`config.mk`:
```
export PLATFORM = sky130hd
export DESIGN_NAME = spi_reg_master
export DESIGN_NICKNAME = d
export VERILOG_FILES = /design/src/rtl/spi_reg_pkg.sv /design/src/rtl/spi_tick_gen.sv /design/src/rtl/spi_byte_shift.sv /design/src/rtl/spi_reg_master.sv
export SDC_FILE = /design/constraint.sdc
export NUM_CORES = 1
export LEC_CHECK = 0
export BUFFER_PORTS_ARGS = -buffer_cell sky130_fd_sc_hd__buf_2
export CAP_MARGIN = 20
export CORE_MARGIN = 4
export CORE_UTILIZATION = 51
export DETAILED_ROUTE_END_ITERATION = 10
export HOLD_SLACK_MARGIN = 0.06
export MAX_ROUTING_LAYER = met4
export PLACE_DENSITY = 0.76
export SYNTH_ARGS = -nofsm -noshare
export SYNTH_HDL_FRONTEND = slang
export SYNTH_SLANG_ARGS = --single-unit
```
`constraint.sdc`:
```
create_clock -name clk_i -period 2.1 [get_ports clk_i]
set_input_delay 0.105 -clock clk_i [delete_from_list [all_inputs] [get_ports clk_i]]
set_output_delay 0.105 -clock clk_i [all_outputs]
set_load 0.005 [all_outputs]
```
`src/rtl/spi_reg_pkg.sv`:
```
package spi_reg_pkg;
  localparam int BYTE_W = 8;
  localparam int ADDR_W = 5;
  localparam logic [7:0] CMD_RD   = 8'hA0;
  localparam logic [7:0] CMD_WR   = 8'h80;
  localparam logic [7:0] FILL_END = 8'hFB;
  localparam logic [7:0] FILL_INC = 8'hFC;
  localparam int DUMMY_N   = 3;
  localparam int GAP_TICKS = 3;
  localparam logic [1:0] OP_WR = 2'b00;
  localparam logic [1:0] OP_RD = 2'b01;
  typedef enum logic [1:0] {ST_IDLE, ST_LEAD, ST_XFER, ST_GAP} state_e;
endpackage

```
`src/rtl/spi_tick_gen.sv`:
```
module spi_tick_gen #(
  parameter int HALF_DIV = 4
) (
  input  logic clk_i,
  input  logic rst_ni,
  output logic tick_o
);
  localparam int CW = (HALF_DIV > 1) ? $clog2(HALF_DIV) : 1;
  logic [CW-1:0] cnt_q;

  assign tick_o = (cnt_q == CW'(HALF_DIV - 1));

  always_ff @(posedge clk_i or negedge rst_ni) begin
    if (!rst_ni)     cnt_q <= '0;
    else if (tick_o) cnt_q <= '0;
    else             cnt_q <= cnt_q + 1'b1;
  end
endmodule

```
`src/rtl/spi_byte_shift.sv`:
```
module spi_byte_shift
  import spi_reg_pkg::*;
(
  input  logic              clk_i,
  input  logic              rst_ni,
  input  logic              tick_i,
  input  logic              start_i,
  input  logic [BYTE_W-1:0] tx_i,
  input  logic              miso_i,
  output logic              sclk_o,
  output logic              mosi_o,
  output logic [BYTE_W-1:0] rx_o,
  output logic              done_o
);
  localparam int EDGES = 2 * BYTE_W;
  localparam int EW    = $clog2(EDGES);

  logic              active_q;
  logic [EW-1:0]     edge_q;
  logic [BYTE_W-1:0] tx_q, rx_q;

  assign rx_o = rx_q;

  always_ff @(posedge clk_i or negedge rst_ni) begin
    if (!rst_ni) begin
      active_q <= 1'b0;
      edge_q   <= '0;
      tx_q     <= '0;
      rx_q     <= '0;
      sclk_o   <= 1'b0;
      mosi_o   <= 1'b0;
      done_o   <= 1'b0;
    end else begin
      done_o <= 1'b0;
      if (start_i) begin
        active_q <= 1'b1;
        edge_q   <= '0;
        tx_q     <= tx_i;
      end else if (active_q && tick_i) begin
        edge_q <= edge_q + 1'b1;
        if (!edge_q[0]) begin
          // leading edge: launch next bit
          sclk_o <= 1'b1;
          mosi_o <= tx_q[BYTE_W-1];
          tx_q   <= {tx_q[BYTE_W-2:0], 1'b0};
        end else begin
          // trailing edge: capture
          sclk_o <= 1'b0;
          rx_q   <= {rx_q[BYTE_W-2:0], miso_i};
          if (edge_q == EW'(EDGES - 1)) begin
            active_q <= 1'b0;
            done_o   <= 1'b1;
          end
        end
      end
    end
  end

  p_mosi_on_rise_r6: assert property (@(posedge clk_i) disable iff (!rst_ni)
    !$stable(mosi_o) |-> $rose(sclk_o));
  p_sclk_low_idle_r6: assert property (@(posedge clk_i) disable iff (!rst_ni)
    done_o |-> !sclk_o);
endmodule

```
`src/rtl/spi_reg_master.sv`:
```
module spi_reg_master
  import spi_reg_pkg::*;
#(
  parameter int HALF_DIV = 4,
  parameter int MAX_CNT  = 8,
  localparam int CNT_W   = $clog2(MAX_CNT + 1)
) (
  input  logic                      clk_i,
  input  logic                      rst_ni,
  input  logic                      req_i,
  input  logic [1:0]                op_i,
  input  logic [CNT_W-1:0]          cnt_i,
  input  logic [ADDR_W*MAX_CNT-1:0] addr_i,
  input  logic [BYTE_W*MAX_CNT-1:0] wdata_i,
  output logic                      busy_o,
  output logic                      done_o,
  output logic [BYTE_W-1:0]         rdata_o,
  output logic                      rvalid_o,
  output logic                      sclk_o,
  output logic                      cs_no,
  output logic                      mosi_o,
  input  logic                      miso_i
);
  localparam int IDX_W  = $clog2(2 * MAX_CNT + 4);
  localparam int PAIR_W = $clog2(MAX_CNT);

  state_e            state_q;
  logic [1:0]        op_q;
  logic [CNT_W-1:0]  n_q, n_eff;
  logic [IDX_W-1:0]  idx_q, last_q, last_n, nk;
  logic [1:0]        gap_q;
  logic [ADDR_W-1:0] addr_q [MAX_CNT];
  logic [BYTE_W-1:0] data_q [MAX_CNT];
  logic              tick, sh_start, sh_done;
  logic [BYTE_W-1:0] sh_tx, sh_rx;
  logic [PAIR_W-1:0] pair;
  logic              is_wr, is_rd, is_last;

  assign is_wr   = (op_q == OP_WR);
  assign is_rd   = (op_q == OP_RD);
  assign is_last = (idx_q == last_q);
  assign busy_o  = (state_q != ST_IDLE);

  // clamp count: 0 -> 1, above MAX_CNT -> MAX_CNT
  always_comb begin
    if (cnt_i == '0)                      n_eff = CNT_W'(1);
    else if (cnt_i > CNT_W'(MAX_CNT))     n_eff = CNT_W'(MAX_CNT);
    else                                  n_eff = cnt_i;
    if (op_i == OP_WR)      last_n = (IDX_W'(n_eff) << 1) - 1'b1;
    else if (op_i == OP_RD) last_n = IDX_W'(DUMMY_N);
    else                    last_n = IDX_W'(n_eff) + IDX_W'(DUMMY_N - 1);
  end

  // byte to launch next, derived from its frame position
  always_comb begin
    nk   = (state_q == ST_LEAD) ? '0 : idx_q + 1'b1;
    pair = nk[PAIR_W:1];
    if (is_wr)
      sh_tx = nk[0] ? data_q[pair] : (CMD_WR | BYTE_W'(addr_q[pair]));
    else if (nk == '0)
      sh_tx = CMD_RD | BYTE_W'(addr_q[0]);
    else if (is_rd || nk == last_q)
      sh_tx = FILL_END;
    else
      sh_tx = FILL_INC;
  end

  assign sh_start = (state_q == ST_LEAD && tick) ||
                    (state_q == ST_XFER && sh_done && !is_last);

  spi_tick_gen #(.HALF_DIV(HALF_DIV)) u_tick (
    .clk_i (clk_i),
    .rst_ni(rst_ni),
    .tick_o(tick)
  );

  spi_byte_shift u_shift (
    .clk_i  (clk_i),
    .rst_ni (rst_ni),
    .tick_i (tick),
    .start_i(sh_start),
    .tx_i   (sh_tx),
    .miso_i (miso_i),
    .sclk_o (sclk_o),
    .mosi_o (mosi_o),
    .rx_o   (sh_rx),
    .done_o (sh_done)
  );

  always_ff @(posedge clk_i or negedge rst_ni) begin
    if (!rst_ni) begin
      state_q  <= ST_IDLE;
      op_q     <= OP_WR;
      n_q      <= '0;
      idx_q    <= '0;
      last_q   <= '0;
      gap_q    <= '0;
      cs_no    <= 1'b1;
      done_o   <= 1'b0;
      rvalid_o <= 1'b0;
      rdata_o  <= '0;
      for (int i = 0; i < MAX_CNT; i++) begin
        addr_q[i] <= '0;
        data_q[i] <= '0;
      end
    end else begin
      done_o   <= 1'b0;
      rvalid_o <= 1'b0;
      unique case (state_q)
        ST_IDLE: if (req_i) begin
          state_q <= ST_LEAD;
          op_q    <= op_i;
          n_q     <= n_eff;
          last_q  <= last_n;
          idx_q   <= '0;
          cs_no   <= 1'b0;
          for (int i = 0; i < MAX_CNT; i++) begin
            addr_q[i] <= addr_i[i*ADDR_W +: ADDR_W];
            data_q[i] <= wdata_i[i*BYTE_W +: BYTE_W];
          end
        end
        ST_LEAD: if (tick) state_q <= ST_XFER;
        ST_XFER: if (sh_done) begin
          if (!is_wr && idx_q >= IDX_W'(DUMMY_N)) begin
            rvalid_o <= 1'b1;
            rdata_o  <= sh_rx;
          end
          if (is_last) begin
            state_q <= ST_GAP;
            cs_no   <= 1'b1;
            gap_q   <= '0;
          end else begin
            idx_q <= idx_q + 1'b1;
          end
        end
        ST_GAP: if (tick) begin
          if (gap_q == 2'(GAP_TICKS - 1)) begin
            state_q <= ST_IDLE;
            done_o  <= 1'b1;
          end else begin
            gap_q <= gap_q + 1'b1;
          end
        end
        default: state_q <= ST_IDLE;
      endcase
    end
  end

  // checker: read strobes per frame never exceed the requested count
  logic [CNT_W-1:0] rv_seen_q;
  always_ff @(posedge clk_i or negedge rst_ni) begin
    if (!rst_ni)                          rv_seen_q <= '0;
    else if (state_q == ST_IDLE && req_i) rv_seen_q <= '0;
    else if (rvalid_o)                    rv_seen_q <= rv_seen_q + 1'b1;
  end

  p_rvalid_count_r4: assert property (@(posedge clk_i) disable iff (!rst_ni)
    rvalid_o |-> (rv_seen_q < (is_rd ? CNT_W'(1) : n_q)));
  p_rvalid_not_write_r9: assert property (@(posedge clk_i) disable iff (!rst_ni)
    rvalid_o |-> !is_wr);
  p_cs_in_frame_r9: assert property (@(posedge clk_i) disable iff (!rst_ni)
    !cs_no |-> busy_o);
  p_sclk_idle_r6: assert property (@(posedge clk_i) disable iff (!rst_ni)
    cs_no |-> !sclk_o);
  p_done_pulse_r8: assert property (@(posedge clk_i) disable iff (!rst_ni)
    done_o |=> !done_o);
  p_done_ends_busy_r8: assert property (@(posedge clk_i) disable iff (!rst_ni)
    done_o |-> !busy_o && $past(busy_o));
endmodule

```
==> reports/results.txt <==
Status: complete, but fails checks
Violated checks: setup timing
Global route overflow: 0
Worst Path Max Fanout: 4
Drt wl/cell: 21.40 um
Final nets: 1059
# clock sinks: 157
Pwr Density: 1178 nW/um2
Final Hold Viols: 0
Setup ws final: -0.1258 ns
Die ar.: 16920 um2
Setup crit start kind: flip-flop
WHS Endpoint: last_q[3]
Clk pwr share: 24.4%
Die W: 130.1 um
Worst Path Arrival: 2.53 ns
Via count: 6600
Share of layout cells above drive strength 1: 46.19%
Hold_sp: cnt_i[3]
Clock transition at path regs: 0.06 ns
Row count: 44
Total track usage: 29.57%
Total internal power: 0.008719 W
Sw Share: 32.91%
Detail Route Antenna Nets: 0
Synth area leader: dfrtp_1
RSZ-0062 raised after global routing: true
Drt pass-1 iters: 5
Via density: 5.830
Synth area leaders: dfrtp_1, mux2_2, mux4_2, nand2_1, ha_1
#FFs+latches synth: 157
Tightest Hold Check Type: in -> reg
Synth Warn #: 0
Leak: 5.061 nW
R2R setup slack: -0.13 ns
Comb pwr share: 35.0%
Number of synthesized flops with an enable pin: 0
Yosys top cell area share: 51.36%
Residual DRC: 0
Period utilization: 106.0%
CTS Buf Count: 17
Clk Latency, worst-skew pair: 0.44 ns
Clk buf depth: 2
Placeable Area: 14590 um2
Register share of total power: 40.7%
Slew @ Worst Pin: 0.5008 ns
Peak supply drop: 719.7 uV
Die Y: 130.1 um
Final min period: 2.226 ns
DP Area: 8920 um2
Cells after Synth: 624
Initial DRC count: 732
Slew headroom: 66.51%
Final HPWL DP: 14000 um
Syn Nets: 750
H-tree Lvls: 4
Register area share after synthesis: 51.70%
Largest net degree at the start of global routing: 61
Root buf cell: clkbuf_16
Synth Cell Area: 7601 um2
Final setup skew: 0.01055 ns
Fmax: 449.3 MHz
Final setup fails: 10
Commonest non-fill, non-tap cells in the layout: dfrtp_1, buf_2, mux2_2
Gpl congestion: 0.9687
Post-layout instance area: 11030 um2
Max-Cap Viols: 0
Async set or reset register ratio after synthesis: 100.0%
NetSw: 0.004277 W
Placed cell count: 975
End of the worst register-to-register path: u_shift.tx_q[1]
Number of global-route vias before repair: 6950
Global-route wire length before repair: 36490 um
Initial core utilization: 52.10%
Top FF cell, synth: dfrtp_1
Final std cells w/o fill: 1132
Path depth of the worst reg2reg path: 9
Area Overhead vs Synth: 45.15%
CTS tree: done
Worst Setup Path Type: reg -> reg
Synth unique cells: 63
WHS Path Cells: 3
IO Port Bufs: 127
Antenna violations before repair: 2
CP endpoint kind: flip-flop
Req. time, crit path: 2.41 ns
Reg2reg start: idx_q[0]
Syn Area/Cell: 12.18 um2
Final wirelength: 24230 um
Most common cell after layout, fill and taps aside: dfrtp_1
Io pins: 128
Final Slew Violations: 0
-- sequential cells by signal, summed over array words and instances, names as in the netlist, 4 cells and up --
| register | cells |
|---|---|
| u_shift.rx_o | 8 |
| u_shift.tx_q | 8 |
| idx_q | 5 |
| u_shift.edge_q | 4 |
| addr_q | 40 |
| last_q | 5 |
| rdata_o | 8 |
| data_q | 64 |
-- cell type report --
class                   instances  area [um2]
well taps                     184       230.2
inverters                      12       45.04
multi-input cells             421        3694
flip-flops and latches        157        3934
diodes                          2       5.005
repair buffers                324        2521
fillers                       838        3556
clock inverters                11       133.9
clock buffers                  21       470.5
-- per-stage QoR --
| stage | power (W) | setup slack [ns] | setup TNS, ns | hold slack [ns] | utilization [%] |
|---|---|---|---|---|---|
| 6_report | 0.01300 | -0.1258 | -0.7427 | 0.07006 | 75.63 |
| 5_1_grt | 0.01359 | -0.2126 | -1.879 | 0.08393 | 75.63 |
| 4_1_cts | 0.01256 | -0.05229 | -0.1649 | 0.06077 | 74.06 |
| 3_5_place_dp | 0.009119 | -0.2048 | -1.788 | 0.08848 | 61.14 |
| 3_3_place_gp | 0.008878 | -0.1943 | -0.7810 | 0.07790 | 61.14 |
| 2_1_floorplan | 0.007719 | -0.01282 | -0.02484 | -0.1906 | - |
-- power groups by stage --
stage                     Combinational [W]  Clock (W)  Sequential (W)
after floorplan                     0.00284          0         0.00488
after global placement              0.00373          0         0.00515
after detailed placement            0.00389          0         0.00523
after CTS                           0.00420    0.00317         0.00519
after global routing                0.00489    0.00331         0.00539
final                               0.00454    0.00317         0.00528
-- routing by layer --
metal	GRT usage, %	wire, um
met3	6.672	1414
met4	16.50	1193
met2	49.40	12900
met5	-	0
met1	32.73	8721
-- kinds of logic after synthesis --
kind of cell,Yosys count,share of synthesized area (%)
buffers and inverters,46,2.963
muxes,152,24.48
adders and majority gates,12,1.975
AOI/OAI and AO/OA,85,6.963
and+or+nand+nor,160,10.19
DFF,157,51.70
xor gates and xnor gates,12,1.728
-- synth_stat cells (2+ instances only) --
| master | n |
|---|---|
| dfrtp_1 | 156 |
| mux2_2 | 123 |
| nand2_1 | 62 |
| nor2_1 | 27 |
| o21ai_0 | 26 |
| a21oi_1 | 25 |
| nand3_1 | 24 |
| clkbuf_1 | 16 |
| mux4_2 | 14 |
| mux2i_1 | 13 |
| nand2b_1 | 13 |
| ha_1 | 12 |
| inv_1 | 12 |
| buf_2 | 9 |
| nor3_1 | 8 |
| xnor2_1 | 5 |
| xor2_1 | 5 |
| buf_6 | 4 |
| o211ai_1 | 4 |
| a22oi_1 | 3 |
| buf_4 | 3 |
| nor2b_1 | 3 |
| or2_2 | 3 |
| a2111oi_0 | 2 |
| a21o_1 | 2 |
| a31oi_1 | 2 |
| a32oi_1 | 2 |
| and3_1 | 2 |
| buf_1 | 2 |
| mux2_4 | 2 |
| nand3_2 | 2 |
| nand4_1 | 2 |
| nor3_2 | 2 |
| o21ai_1 | 2 |
| o221ai_1 | 2 |
| o22ai_1 | 2 |
| or3_1 | 2 |
-- critical path, stage by stage, from the launching register on --
cell and delay [ns]:
dfrtp_2 0.44, ha_4 0.20, xnor2_4 0.18, nor2_4 0.20, buf_12 0.14, buf_6 0.09
mux4_2 0.32, a311oi_2 0.25, o31a_1 0.20, o32ai_2 0.08
-- worst max path at each step --
stage               startpoint              end  slack (ns)  cells after the start
detailed placement    idx_q[0]  u_shift.tx_q[5]       -0.20                      8
global route          idx_q[0]  u_shift.tx_q[0]       -0.21                      7
floorplan             idx_q[1]  u_shift.tx_q[1]       -0.01                      8
finish                idx_q[0]  u_shift.tx_q[1]       -0.13                      9
global placement      idx_q[0]  u_shift.tx_q[5]       -0.19                      8
CTS                   idx_q[0]  u_shift.tx_q[1]       -0.05                      8
-- what timing repair did --
action / in CTS / in global routing
gates resized for setup: 32 / 41
hold buffers: 108 / 0
pin swaps: 4 / 17
endpoints found under the hold margin: 205 / 0
setup buffers: 7 / 9
setup endpoints to repair: 27 / 32
Power figures use the tool's default switching activity.
